<file path="src/rtl/epe_pkg.sv">
package epe_pkg;
    typedef enum logic [1:0] {
        ST_LOCKOUT = 2'd0,
        ST_PRIME   = 2'd1,
        ST_RUN     = 2'd2
    } epe_state_t;

    typedef enum logic [1:0] {
        PK_NONE    = 2'd0,
        PK_EDGE    = 2'd1,
        PK_REFRESH = 2'd2,
        PK_WAKE    = 2'd3
    } epe_cause_t;
endpackage

</file>
<file path="src/rtl/epe_sync.sv">
module epe_sync #(
    parameter int STAGES = 2
) (
    input  logic clk,
    input  logic rst_n,
    input  logic d_i,
    output logic q_o
);
    logic [STAGES-1:0] chain_q;

    generate
        if (STAGES == 1) begin : g_one
            always_ff @(posedge clk or negedge rst_n) begin
                if (!rst_n) chain_q <= '0;
                else        chain_q <= d_i;
            end
        end else begin : g_many
            always_ff @(posedge clk or negedge rst_n) begin
                if (!rst_n) chain_q <= '0;
                else        chain_q <= {chain_q[STAGES-2:0], d_i};
            end
        end
    endgenerate

    assign q_o = chain_q[STAGES-1];
endmodule

</file>
<file path="src/rtl/epe_idle_timer.sv">
module epe_idle_timer #(
    parameter int LIMIT = 100
) (
    input  logic clk,
    input  logic rst_n,
    input  logic clr_i,
    output logic due_o
);
    localparam int CNT_W = (LIMIT > 2) ? $clog2(LIMIT) : 1;
    localparam logic [CNT_W-1:0] LAST = CNT_W'(LIMIT - 1);

    logic [CNT_W-1:0] cnt_q;

    always_ff @(posedge clk or negedge rst_n) begin
        if (!rst_n)            cnt_q <= '0;
        else if (clr_i)        cnt_q <= '0;
        else if (cnt_q != LAST) cnt_q <= cnt_q + 1'b1;
    end

    assign due_o = (cnt_q == LAST);

    // count stays in range and a clear always lands at zero
    a_r5_cnt_range: assert property (@(posedge clk) disable iff (!rst_n)
        cnt_q <= LAST);
    a_r7_clear_zero: assert property (@(posedge clk) disable iff (!rst_n)
        clr_i |=> (cnt_q == '0));
endmodule

</file>
<file path="src/rtl/edge_pulse_encoder.sv">
module edge_pulse_encoder #(
    parameter int REFRESH_CYCLES = 100,
    parameter int SYNC_STAGES    = 2
) (
    input  logic clk,
    input  logic rst_n,
    input  logic pwr_ok_i,
    input  logic din_i,
    output logic set_pls_o,
    output logic clr_pls_o
);
    import epe_pkg::*;

    epe_state_t state_q, state_d;
    epe_cause_t cause;
    logic       din_s;
    logic       last_q;
    logic       due;
    logic       emit;
    logic       emit_lvl;

    epe_sync #(.STAGES(SYNC_STAGES)) u_sync (
        .clk   (clk),
        .rst_n (rst_n),
        .d_i   (din_i),
        .q_o   (din_s)
    );

    epe_idle_timer #(.LIMIT(REFRESH_CYCLES)) u_timer (
        .clk   (clk),
        .rst_n (rst_n),
        .clr_i (emit || (state_q != ST_RUN) || !pwr_ok_i),
        .due_o (due)
    );

    // next state and pulse cause
    always_comb begin
        state_d  = state_q;
        cause    = PK_NONE;
        if (!pwr_ok_i) begin
            state_d = ST_LOCKOUT;
        end else begin
            unique case (state_q)
                ST_LOCKOUT: state_d = ST_PRIME;
                ST_PRIME: begin
                    state_d = ST_RUN;
                    cause   = PK_WAKE;
                end
                ST_RUN: begin
                    if (din_s != last_q) cause = PK_EDGE;
                    else if (due)        cause = PK_REFRESH;
                end
                default: state_d = ST_LOCKOUT;
            endcase
        end
    end

    assign emit     = (cause != PK_NONE);
    assign emit_lvl = din_s;

    // state register
    always_ff @(posedge clk or negedge rst_n) begin
        if (!rst_n) state_q <= ST_LOCKOUT;
        else        state_q <= state_d;
    end

    // outputs and level tracker
    always_ff @(posedge clk or negedge rst_n) begin
        if (!rst_n) begin
            set_pls_o <= 1'b0;
            clr_pls_o <= 1'b0;
            last_q    <= 1'b0;
        end else begin
            set_pls_o <= emit &&  emit_lvl;
            clr_pls_o <= emit && !emit_lvl;
            if (emit) last_q <= emit_lvl;
        end
    end

    // never both lines at once
    a_r3_exclusive: assert property (@(posedge clk) disable iff (!rst_n)
        !(set_pls_o && clr_pls_o));
    // pulses are one cycle wide
    a_r3_set_narrow: assert property (@(posedge clk) disable iff (!rst_n)
        set_pls_o |=> !set_pls_o);
    a_r3_clr_narrow: assert property (@(posedge clk) disable iff (!rst_n)
        clr_pls_o |=> !clr_pls_o);
    // lockout silences both lines
    a_r7_lockout_quiet: assert property (@(posedge clk) disable iff (!rst_n)
        !pwr_ok_i |=> (!set_pls_o && !clr_pls_o));
    // a rising synchronized input in steady run gives a set pulse
    a_r1_rise_sets: assert property (@(posedge clk) disable iff (!rst_n)
        (pwr_ok_i && state_q == ST_RUN && $past(state_q) == ST_RUN && $rose(din_s))
        |=> set_pls_o);
    // a falling synchronized input in steady run gives a clear pulse
    a_r2_fall_clears: assert property (@(posedge clk) disable iff (!rst_n)
        (pwr_ok_i && state_q == ST_RUN && $past(state_q) == ST_RUN && $fell(din_s))
        |=> clr_pls_o);
    // prime always yields one pulse
    a_r8_prime_pulses: assert property (@(posedge clk) disable iff (!rst_n)
        (state_q == ST_PRIME && pwr_ok_i) |=> $countones({set_pls_o, clr_pls_o}) == 1);

    initial begin
        a_r5_param_ok: assert (REFRESH_CYCLES >= 2 && SYNC_STAGES >= 1);
    end
endmodule

</file>
<file path="config.mk">
export PLATFORM = sky130hd
export DESIGN_NAME = edge_pulse_encoder
export DESIGN_NICKNAME = d
export VERILOG_FILES = /design/src/rtl/epe_pkg.sv /design/src/rtl/epe_sync.sv /design/src/rtl/epe_idle_timer.sv /design/src/rtl/edge_pulse_encoder.sv
export SDC_FILE = /design/constraint.sdc
export NUM_CORES = 1
export LEC_CHECK = 0
export BUFFER_PORTS_ARGS = -buffer_cell sky130_fd_sc_hd__buf_4
export CELL_PAD_IN_SITES_DETAIL_PLACEMENT = 1
export CELL_PAD_IN_SITES_GLOBAL_PLACEMENT = 1
export CORE_MARGIN = 2
export CORE_UTILIZATION = 40
export DETAILED_ROUTE_END_ITERATION = 8
export PLACE_DENSITY_LB_ADDON = 0.1
export SYNTH_ARGS = -nofsm -noshare
export SYNTH_HDL_FRONTEND = slang
export SYNTH_SLANG_ARGS = --single-unit
</file>
<file path="constraint.sdc">
create_clock -name clk -period 1.4 [get_ports clk]
set_input_delay 0.07 -clock clk [delete_from_list [all_inputs] [get_ports clk]]
set_output_delay 0.07 -clock clk [all_outputs]
set_load 0.005 [all_outputs]
</file>
---- Word level (Yosys, flattened, before mapping) ----
Index checks and enable logic that the tools add are counted.
storage, ports and cells
  bits of input ports ..................... 4
  output and inout port bits .............. 2
  flip-flop bits (word level) ............. 14
  logic and storage cells ................. 31
operators by class
  reduce and logical (&&, ||, !) cells .... 9
  add/subtract/negate cells ............... 1
  equality and inequality tests ........... 7
  muxes and demuxes ....................... 8
operators with widths
  cell                                                 count
  2-to-1 mux 7 bit                                     2
  2-to-1 mux 2 bit                                     4
  adder 7 x 1 -> 7 bit, second input constant          1
  equality test 7 bit, second input constant           1
  != test 7 bit, second input constant                 1
  one-hot mux 2 bit (3 select lines)                   1
  != test 2 bit, second input constant                 2
  one-hot mux 2 bit (2 select lines)                   1
  nonzero test 2 bit                                   2
  equality test 2 x 1 -> 1 bit, second input constant  1
  equality test 2 bit, second input constant           1
  logical AND 1 bit                                    2
  logical NOT 1 bit                                    2
  logical NOT 2 bit                                    1
  logical OR 1 bit                                     2
  != test 1 bit                                        1

---- Longest topological paths before layout ----
Gate-level depths: netlist of the first run.
  depth in word-level cells ............... 9
  gate-level depth with buffers ........... 6
  depth with buffers taken out ............ 5

---- By module ----
From an unflattened synthesis of the first run, not the netlist that was laid out.
unflattened totals
  cell total of the unflattened synthesis .. 66
  area total of the unflattened synthesis .. 748.2 µm²
modules (own cells, without submodules)
  module              cells an instance  sequential area each (µm²)  times used  area each (µm²)
  epe_idle_timer      37                 175.2                       1           396.6
  edge_pulse_encoder  27                 125.1                       1           301.5
  epe_sync            2                  50.0                        1           50.0

---- Worst setup path after synthesis of the first run ----
No wires, ideal clock.
  path type ............................... reg2reg
  start ................................... register u_timer.cnt_q[0]
  end ..................................... register u_timer.cnt_q[5]
  arrival time ............................ 1.220 ns
  data required time ...................... 1.263 ns
  path buffers ............................ 0
  stages on the path, launching flop included .. 5
  period minus slack after synthesis ...... 1.357 ns
  setup slack ............................. 0.043 ns
  setup time .............................. 0.137 ns
  path through ............................ dfrtp_1 ha_1 or2b_2 o211ai_2 a22oi_1
between the ends
  longest elaborated chain between the ends .. 9
  elaborated cells on any way between the ends .. 13
  those cells by class .................... add/sub (1); eq/ne (2); mux (6); reduce/logical (4)
ends and longest elaborated chain
  item                                                    RTL line                  RTL
  start, declared                                         epe_idle_timer.sv:12      logic [CNT_W-1:0] cnt_q;
  start signal, assigned                                  epe_idle_timer.sv:17      else if (cnt_q != LAST) cnt_q <= cnt_q + 1'b1;
  equality test 7 bit                                     epe_idle_timer.sv:20      assign due_o = (cnt_q == LAST);
  2-to-1 mux 2 bit                                        edge_pulse_encoder.sv:51  else if (due) cause = PK_REFRESH;
  2-to-1 mux 2 bit                                        edge_pulse_encoder.sv:50  if (din_s != last_q) cause = PK_EDGE;
  one-hot mux 2 bit (2 select lines)                      edge_pulse_encoder.sv:43  unique case (state_q)
  2-to-1 mux 2 bit                                        edge_pulse_encoder.sv:40  if (!pwr_ok_i) begin
  nonzero test 2 bit                                      edge_pulse_encoder.sv:58  assign emit = (cause != PK_NONE);
  logical OR 1 bit (2 in a row)                           edge_pulse_encoder.sv:32  .clr_i (emit || (state_q != ST_RUN) || !pwr_ok_i),
  2-to-1 mux 7 bit or nonzero test 2 bit (tied branches)  n/a
Several ways; a longest one is shown, not always the timed one. The select of a mux whose other input is x is not followed.
A chain may end at the register's enable or synchronous reset.

---- Worst setup path after layout of the first run ----
  start ................................... register state_q[1]
  end ..................................... register u_timer.cnt_q[0]
between the ends
  longest elaborated chain between the ends .. 7
  elaborated cells on any way between the ends .. 10
  those cells by class .................... eq/ne (3); mux (3); reduce/logical (4)
ends and longest elaborated chain
  item                                                                 RTL line                  RTL
  start, declared                                                      edge_pulse_encoder.sv:14  epe_state_t state_q, state_d;
  start signal, assigned                                               edge_pulse_encoder.sv:64  else state_q <= state_d;
  equality test 2 bit or equality test 2 x 1 -> 1 bit (tied branches)  edge_pulse_encoder.sv:43
  one-hot mux 2 bit (2 select lines)                                   edge_pulse_encoder.sv:43
  2-to-1 mux 2 bit                                                     edge_pulse_encoder.sv:40
  nonzero test 2 bit                                                   edge_pulse_encoder.sv:58
  logical OR 1 bit * (2 in a row)                                      edge_pulse_encoder.sv:32
  2-to-1 mux 7 bit or nonzero test 2 bit (tied branches)               n/a
Mark *: on every way between the ends. The rest lies on a longest branch, timed or not.

==> impl_metrics.csv, run 1 <==
group,metric,value,unit
outcome,status,"finished, final reports clean",
critical_path,reg2reg_depth,5,
critical_path,cp.required,1.61,ns
power_and_ir_drop,p_sw,0.000292,W
logic_synthesis,syn_avg_cell_area,11.3,um2
die,design.core.area,1730,um2
sta,rsz0062_at_grt,"yes",
power_and_ir_drop,clock_power_share,30.3,%
critical_path,crit_family,"flip-flops",
sta,setup_viol_count_final,0,
critical_path,path_buf_inv,1,
drt,drtIter0Drc,0,
logic_synthesis,async_reset_ff_share,100,%
drt,dr.pass1.iters,1,
critical_path,cp_max_fo,3,
sta,slew_violations,0,
logic_synthesis,yosys_warnings,0,
critical_path,path_cells,"inv_2 > ha_4 > nand3b_1 > a21boi_4 > o2bb2ai_1",
critical_path,path_class,"flip-flop to flip-flop",
critical_path,cp_data_arrival_time,1.60,ns
place,gp_congestion,0.720,
sta,tightest_slew,0.482,ns
logic_synthesis,synth-edff-count,0,
critical_path,end_kind,"flip-flop",
sta,fmax,719,MHz
sta,hold_viol,0,
drt,drc,0,
die,num_rows,15,
power_and_ir_drop,p_seq_share,47.2,%
critical_path,crit_cells,5,
logic_synthesis,synth_flop_cell,"dfrtp_1",
critical_path,r2r-start,"state_q[1]$_DFFE_PN0P_",
logic_synthesis,synth_top_area_cell,"dfrtp_1",
cts,htreeDepth,1,
power_and_ir_drop,pwr-share-comb,22.5,%
grt,grt_pass1_vias,631,
power_and_ir_drop,swShare,29.5,%
critical_path,critPathLaunchType,"flip-flop",
cts,clk_pin_slew_worst_paths,0.09,ns
critical_path,crit_path_end,"u_timer.cnt_q[0]$_DFFE_PN0P_",
cts,insertion_delay,0.29,ns
power_and_ir_drop,total_leakage_power,0.414,nW
die,start_util,42.7,%
power_and_ir_drop,ir_drop,0.570,mV
logic_synthesis,synth_cells,65,
final_layout,nets,92,
sta,fin_worst_skew,0.0112,ns
logic_synthesis,yosysMostFrequentCell,"dfrtp_1",
sta,min_period,1.39,ns
sta,holdWs,0.0762,ns
final_layout,drive_gt1_share,43.4,%
sta,relSlewSlack,67.6,%
place,dpl.cell_count,102,
critical_path,critical-path-slowest-cell,"dfrtp_1",
cts,cts_made_buffers,3,
power_and_ir_drop,powerDensity,1020,nW/um2
hold_path,hold_class,"input port to flip-flop",
logic_synthesis,syn_area,737,um2
drt,totalWireLength,1670,um
sta,setup_slack,0.00836,ns
place,preCtsSetupSlack,0.00133,ns
sta,fin_crit_sh,99.4,%
cts,cts_setup_buffers,0,
final_layout,areaGrowthSynthToFinish,32.3,%
flow_run,maxCapViolations,0,
drt,vias_per_cell,5.19,
logic_synthesis,synthDistinctLibCells,31,
critical_path,reg2reg_slack,0.008,ns
critical_path,r2r-end,"u_timer.cnt_q[0]$_DFFE_PN0P_",
place,dp_hpwl,1210,um
critical_path,startpoint,"state_q[1]$_DFFE_PN0P_",
grt,grt_usage,19.7,%
grt,grt_pass1_wl,2850,um
cts,cts_sinks,14,
logic_synthesis,ys_ff_latch,14,
drt,routedWlPerCell,15.5,um
logic_synthesis,ys_top_cells_by_area,"dfrtp_1, ha_1, a21oi_1",
power_and_ir_drop,p_int,0.000699,W
final_layout,antennaDiodeCount,0,
critical_path,cpPeakStageDelay,0.42,ns
cts,clockRootBuffer,"clkbuf_4",
logic_synthesis,synth_nets,73,
logic_synthesis,synth_top_area_share,47.5,%
cts,cts_tree,"done",
die,io-pin-count,6,
place,port_buffers,5,
cts,cts_buffer_depth,2,
logic_synthesis,synth_common_cells,"dfrtp_1, a21oi_1, ha_1, nand2_1",
die,fp.dieH,46.9,um
grt,grt_max_degree,15,
grt,grt.overflow.total,0,
logic_synthesis,ys_seq_area_share,47.5,%
grt,antenna_found_initial,0,
final_layout,stdcell_count,108,
drt,num_vias,560,
die,fp.dieW,46.9,um
drt,postRouteAntennaNets,0,
die,die_area,2200,um2
## registers in the layout, summed over array words and instances (netlist names)
name / count
u_timer.cnt_q: 7
state_q: 2
u_sync.chain_q: 2
clr_pls_o: 1
last_q: 1
set_pls_o: 1
## worst min-delay path by stage
| stage | start | endpoint | depth (start not counted) |
|---|---|---|---|
| 6_report | pwr_ok_i | state_q[0]$_DFFE_PN0P_ | 2 |
| 2_1_floorplan | rst_n | clr_pls_o$_DFF_PN0_ | 0 |
| 5_1_grt | pwr_ok_i | state_q[0]$_DFFE_PN0P_ | 2 |
| 4_1_cts | pwr_ok_i | state_q[0]$_DFFE_PN0P_ | 2 |
| 3_5_place_dp | rst_n | u_timer.cnt_q[6]$_DFFE_PN0P_ | 1 |
| 3_3_place_gp | rst_n | u_timer.cnt_q[6]$_DFFE_PN0P_ | 1 |
## cell type report
class                      instances  area (um2)
fill                             197         752
multi-input combinational         47         424
sequential                        14         350
timing repair buffer              15         121
clock buffer                       4        36.3
tap                               25        31.3
inverter                           3        11.3
## metal layers
metal | global-route usage [%] | vias to the layer above | routed length [um]
met2 | 31.5 | 10 | 846
li1 | - | 272 | -
met3 | 3.46 | 6 | 41
met1 | 23.1 | 272 | 712
met4 | 15.6 | 0 | 68
met5 | 0 | - | 0
## metrics by stage
| step | utilization (%) | TNS (ns) | total power (W) | instance area [um2] |
|---|---|---|---|---|
| 5_1_grt | 56.4 | -0.443 | 0.00105 | 975 |
| 3_5_place_dp | 49.9 | 0 | 0.000653 | 861 |
| 3_3_place_gp | 49.9 | 0 | 0.000646 | 861 |
| 2_1_floorplan | - | 0 | 0.000571 | 737 |
| 6_report | 56.4 | 0 | 0.000991 | 975 |
| 4_1_cts | 55.7 | 0 | 0.000989 | 962 |
## cell usage in the layout (no fill, tap or decap), types with 2 or more instances in the layout
cell type,count
a22oi_2,2
nor2b_1,2
buf_4,12
nand2_1,4
mux2i_1,2
dfrtp_1,14
o21ai_0,3
inv_2,2
o2bb2ai_1,2
a21oi_2,2
or3_1,2
dlygate4sd3_1,2
a21oi_1,3
clkbuf_4,3
ha_2,2
xor2_1,2
and2b_2,2
nand3_1,2
## what timing repair did
item / in CTS / in global routing
hold buffers: 2 / 0
hold endpoints to repair: 15 / 0
endpoints found under the setup margin: 3 / 8
pin swaps: 2 / 2
gates resized for setup: 9 / 5
## worst reg2reg max path: cells and delay by family, from the launching register on
family                     cells  cell delay, ns
AOI/OAI and AO/OA              2            0.36
DFF                            1            0.42
and+or+nand+nor                1            0.24
buffers and inverters          1            0.10
adders and majority gates      1            0.20
## kinds of logic (layout without fill, tap and decap cells)
group	after synthesis	in the layout	share of synthesized area [%]
buf+inv	4	22	2.21
fa+ha+maj	4	4	6.79
simple gates	20	20	19.7
mux	2	2	2.72
xor+xnor	3	3	3.57
compound gates	18	18	17.5
flops	14	14	47.5
## power by group through the flow
| stage | combinational (W) | sequential [W] | clock (W) |
|---|---|---|---|
| final | 0.000223 | 0.000467 | 0.000300 |
| after detailed placement | 0.000181 | 0.000472 | 0 |
| after global routing | 0.000248 | 0.000473 | 0.000330 |
| after floorplan | 0.000104 | 0.000467 | 0 |
| after global placement | 0.000177 | 0.000469 | 0 |
| after CTS | 0.000220 | 0.000465 | 0.000304 |
No activity file was read; power rests on OpenSTA's default activity.
==> inputs of run 2 (changes only) <==
--- a/config.mk
+++ b/config.mk
@@ -9,7 +9,7 @@
 export CELL_PAD_IN_SITES_DETAIL_PLACEMENT = 1
 export CELL_PAD_IN_SITES_GLOBAL_PLACEMENT = 1
 export CORE_MARGIN = 2
-export CORE_UTILIZATION = 40
+export CORE_UTILIZATION = 48
 export DETAILED_ROUTE_END_ITERATION = 8
 export PLACE_DENSITY_LB_ADDON = 0.1
 export SYNTH_ARGS = -nofsm -noshare
==> constraint.sdc (replaced) <==
create_clock -name clk -period 1.68 [get_ports clk]
set_input_delay 0.084 -clock clk [delete_from_list [all_inputs] [get_ports clk]]
set_output_delay 0.084 -clock clk [all_outputs]
set_load 0.005 [all_outputs]
==> run 2 against run 1 <==
Core utilization rose by 1.1 points. Routed wire length fell by 11%. Critical path type unchanged. Global-route usage rose by 0.84 points. Combinational power fell by 41%. Via count fell by 3.6%. Worst hold slack got worse by 0.0047 ns. Sequential cell count did not move. Worst setup slack improved by 0.19 ns. Critical path depth fell by 1. Clock skew fell by 0.011 ns.
==> impl_metrics.csv, run 2 (synthesis gave the netlist of run 1 again) <==
group,metric,value,unit
grt,grt_pass1_vias,598,
place,place_area,797,um2
die,io-pin-count,6,
drt,dr.pass1.iters,4,
critical_path,cp_max_fo,4,
die,fp.dieH,43.2,um
grt,grt_max_degree,15,
final_layout,regMostFlops,"u_timer.cnt_q",
critical_path,cp_data_arrival_time,1.65,ns
sta,min_period,1.48,ns
power_and_ir_drop,swShare,28.3,%
critical_path,path_class,"flip-flop to flip-flop",
die,fp.dieW,43.2,um
critical_path,startpoint,"u_timer.cnt_q[1]$_DFFE_PN0P_",
final_layout,layout_common_cells,"dfrtp_1, buf_4, a21oi_1",
drt,drc,0,
drt,num_vias,540,
place,port_buffers,5,
cts,htreeDepth,1,
sta,relSlewSlack,82.2,%
drt,vias_per_cell,5.87,
sta,fin_crit_sh,88.3,%
critical_path,crit_path_end,"u_timer.cnt_q[5]$_DFFE_PN0P_",
cts,cts_buffer_depth,2,
final_layout,final_cell_area,847,um2
final_layout,nets,86,
cts,cts_sinks,14,
die,die_area,1860,um2
drt,drtIter0Drc,1,
power_and_ir_drop,p_sw,0.000199,W
drt,postRouteAntennaNets,0,
sta,fin_worst_skew,0.000532,ns
sta,setup_viol_count_final,0,
final_layout,antennaDiodeCount,0,
hold_path,hold_class,"input port to flip-flop",
sta,rsz0062_at_grt,"no",
power_and_ir_drop,pwr-share-comb,18.6,%
drt,totalWireLength,1480,um
power_and_ir_drop,total_leakage_power,0.368,nW
sta,hold_viol,0,
grt,grt_pass1_wl,2690,um
final_layout,multi_input_area,370,um2
sta,fmax,674,MHz
cts,cts_tree,"done",
sta,tightest_slew,0.266,ns
critical_path,r2r-start,"u_timer.cnt_q[1]$_DFFE_PN0P_",
final_layout,areaGrowthSynthToFinish,14.9,%
sta,slew_violations,0,
final_layout,reg_top3,"u_timer.cnt_q: 7 flops, state_q: 2 flops, u_sync.chain_q: 2 flops",
grt,grt_usage,20.5,%
cts,cts_resized,0,
critical_path,end_kind,"flip-flop",
power_and_ir_drop,p_seq_share,54.6,%
power_and_ir_drop,ir_drop,0.609,mV
power_and_ir_drop,p_int,0.000506,W
final_layout,fillers,159,
power_and_ir_drop,clock_power_share,26.8,%
cts,clockRootBuffer,"clkbuf_4",
drt,routedWlPerCell,16.1,um
critical_path,cp.required,1.84,ns
cts,insertion_delay,0.28,ns
die,num_rows,14,
cts,cts_made_buffers,3,
critical_path,critPathLaunchType,"flip-flop",
final_layout,largest_reg_flops,7,
cts,clk_pin_slew_worst_paths,0.08,ns
place,gp_congestion,0.795,
outcome,status,"finished, final reports clean",
grt,grt.overflow.total,0,
critical_path,r2r-end,"u_timer.cnt_q[5]$_DFFE_PN0P_",
final_layout,layout_commonest_cell,"dfrtp_1",
grt,antenna_found_initial,0,
final_layout,seq_area,350,um2
sta,holdWs,0.0715,ns
critical_path,reg2reg_depth,4,
die,start_util,50.1,%
power_and_ir_drop,powerDensity,833,nW/um2
die,design.core.area,1470,um2
flow_run,maxCapViolations,0,
sta,fin_setup_tns,0,ns
critical_path,reg2reg_slack,0.20,ns
final_layout,drive_gt1_share,25.0,%
## run 2: worst min-delay path by stage
stage,to,depth (start not counted),start
6_report,state_q[0]$_DFFE_PN0P_,2,pwr_ok_i
5_1_grt,state_q[0]$_DFFE_PN0P_,2,pwr_ok_i
4_1_cts,state_q[0]$_DFFE_PN0P_,2,pwr_ok_i
3_5_place_dp,clr_pls_o$_DFF_PN0_,1,rst_n
3_3_place_gp,u_timer.cnt_q[6]$_DFFE_PN0P_,1,rst_n
2_1_floorplan,clr_pls_o$_DFF_PN0_,0,rst_n
## run 2: power groups by stage
stage          registers (W)  logic [W]  clock network [W]
4_1_cts             0.000386   0.000133           0.000194
3_3_place_gp        0.000390   0.000123                  0
3_5_place_dp        0.000393   0.000125                  0
5_1_grt             0.000389   0.000151           0.000203
6_report            0.000385   0.000131           0.000189
2_1_floorplan       0.000389  0.0000864                  0
## run 2: final cells by class
class,instances,share of cell area (%)
Timing Repair Buffer,9,8.57
Sequential cell,14,41.4
Clock buffer,3,2.66
Inverter,3,1.33
Multi-Input combinational cell,47,43.7
Tap cell,16,2.36
## run 2: repair_timing
| action | in CTS | in global routing |
|---|---|---|
| hold endpoints to repair | 15 | 0 |
| setup endpoints to repair | 0 | 1 |
| hold buffers | 2 | 0 |
| setup buffers | 0 | 1 |
## run 2: per-layer routing
layer	wire length, um	track usage (%)	up-vias
met5	0	0	-
met4	25	13.3	0
met3	44	3.83	4
met2	763	34.3	10
met1	651	23.5	265
li1	-	-	261
## run 2: metrics by stage
| step | power [W] | util (%) | std cells | worst slack, ns |
|---|---|---|---|---|
| floorplan | 0.000476 | - | 65 | 0.323 |
| global placement | 0.000514 | 54.2 | 86 | 0.170 |
| detailed placement | 0.000518 | 54.2 | 86 | 0.153 |
| CTS | 0.000712 | 57.1 | 91 | 0.115 |
| global route | 0.000743 | 57.6 | 92 | 0.0964 |
| finish | 0.000705 | 57.6 | 92 | 0.196 |
## run 2: worst max-delay path, stage by stage, from the launching register on
cell and delay [ns]:
dfrtp_1 0.41, ha_1 0.24, or2b_2 0.35, o211ai_2 0.24
a22oi_1 0.13
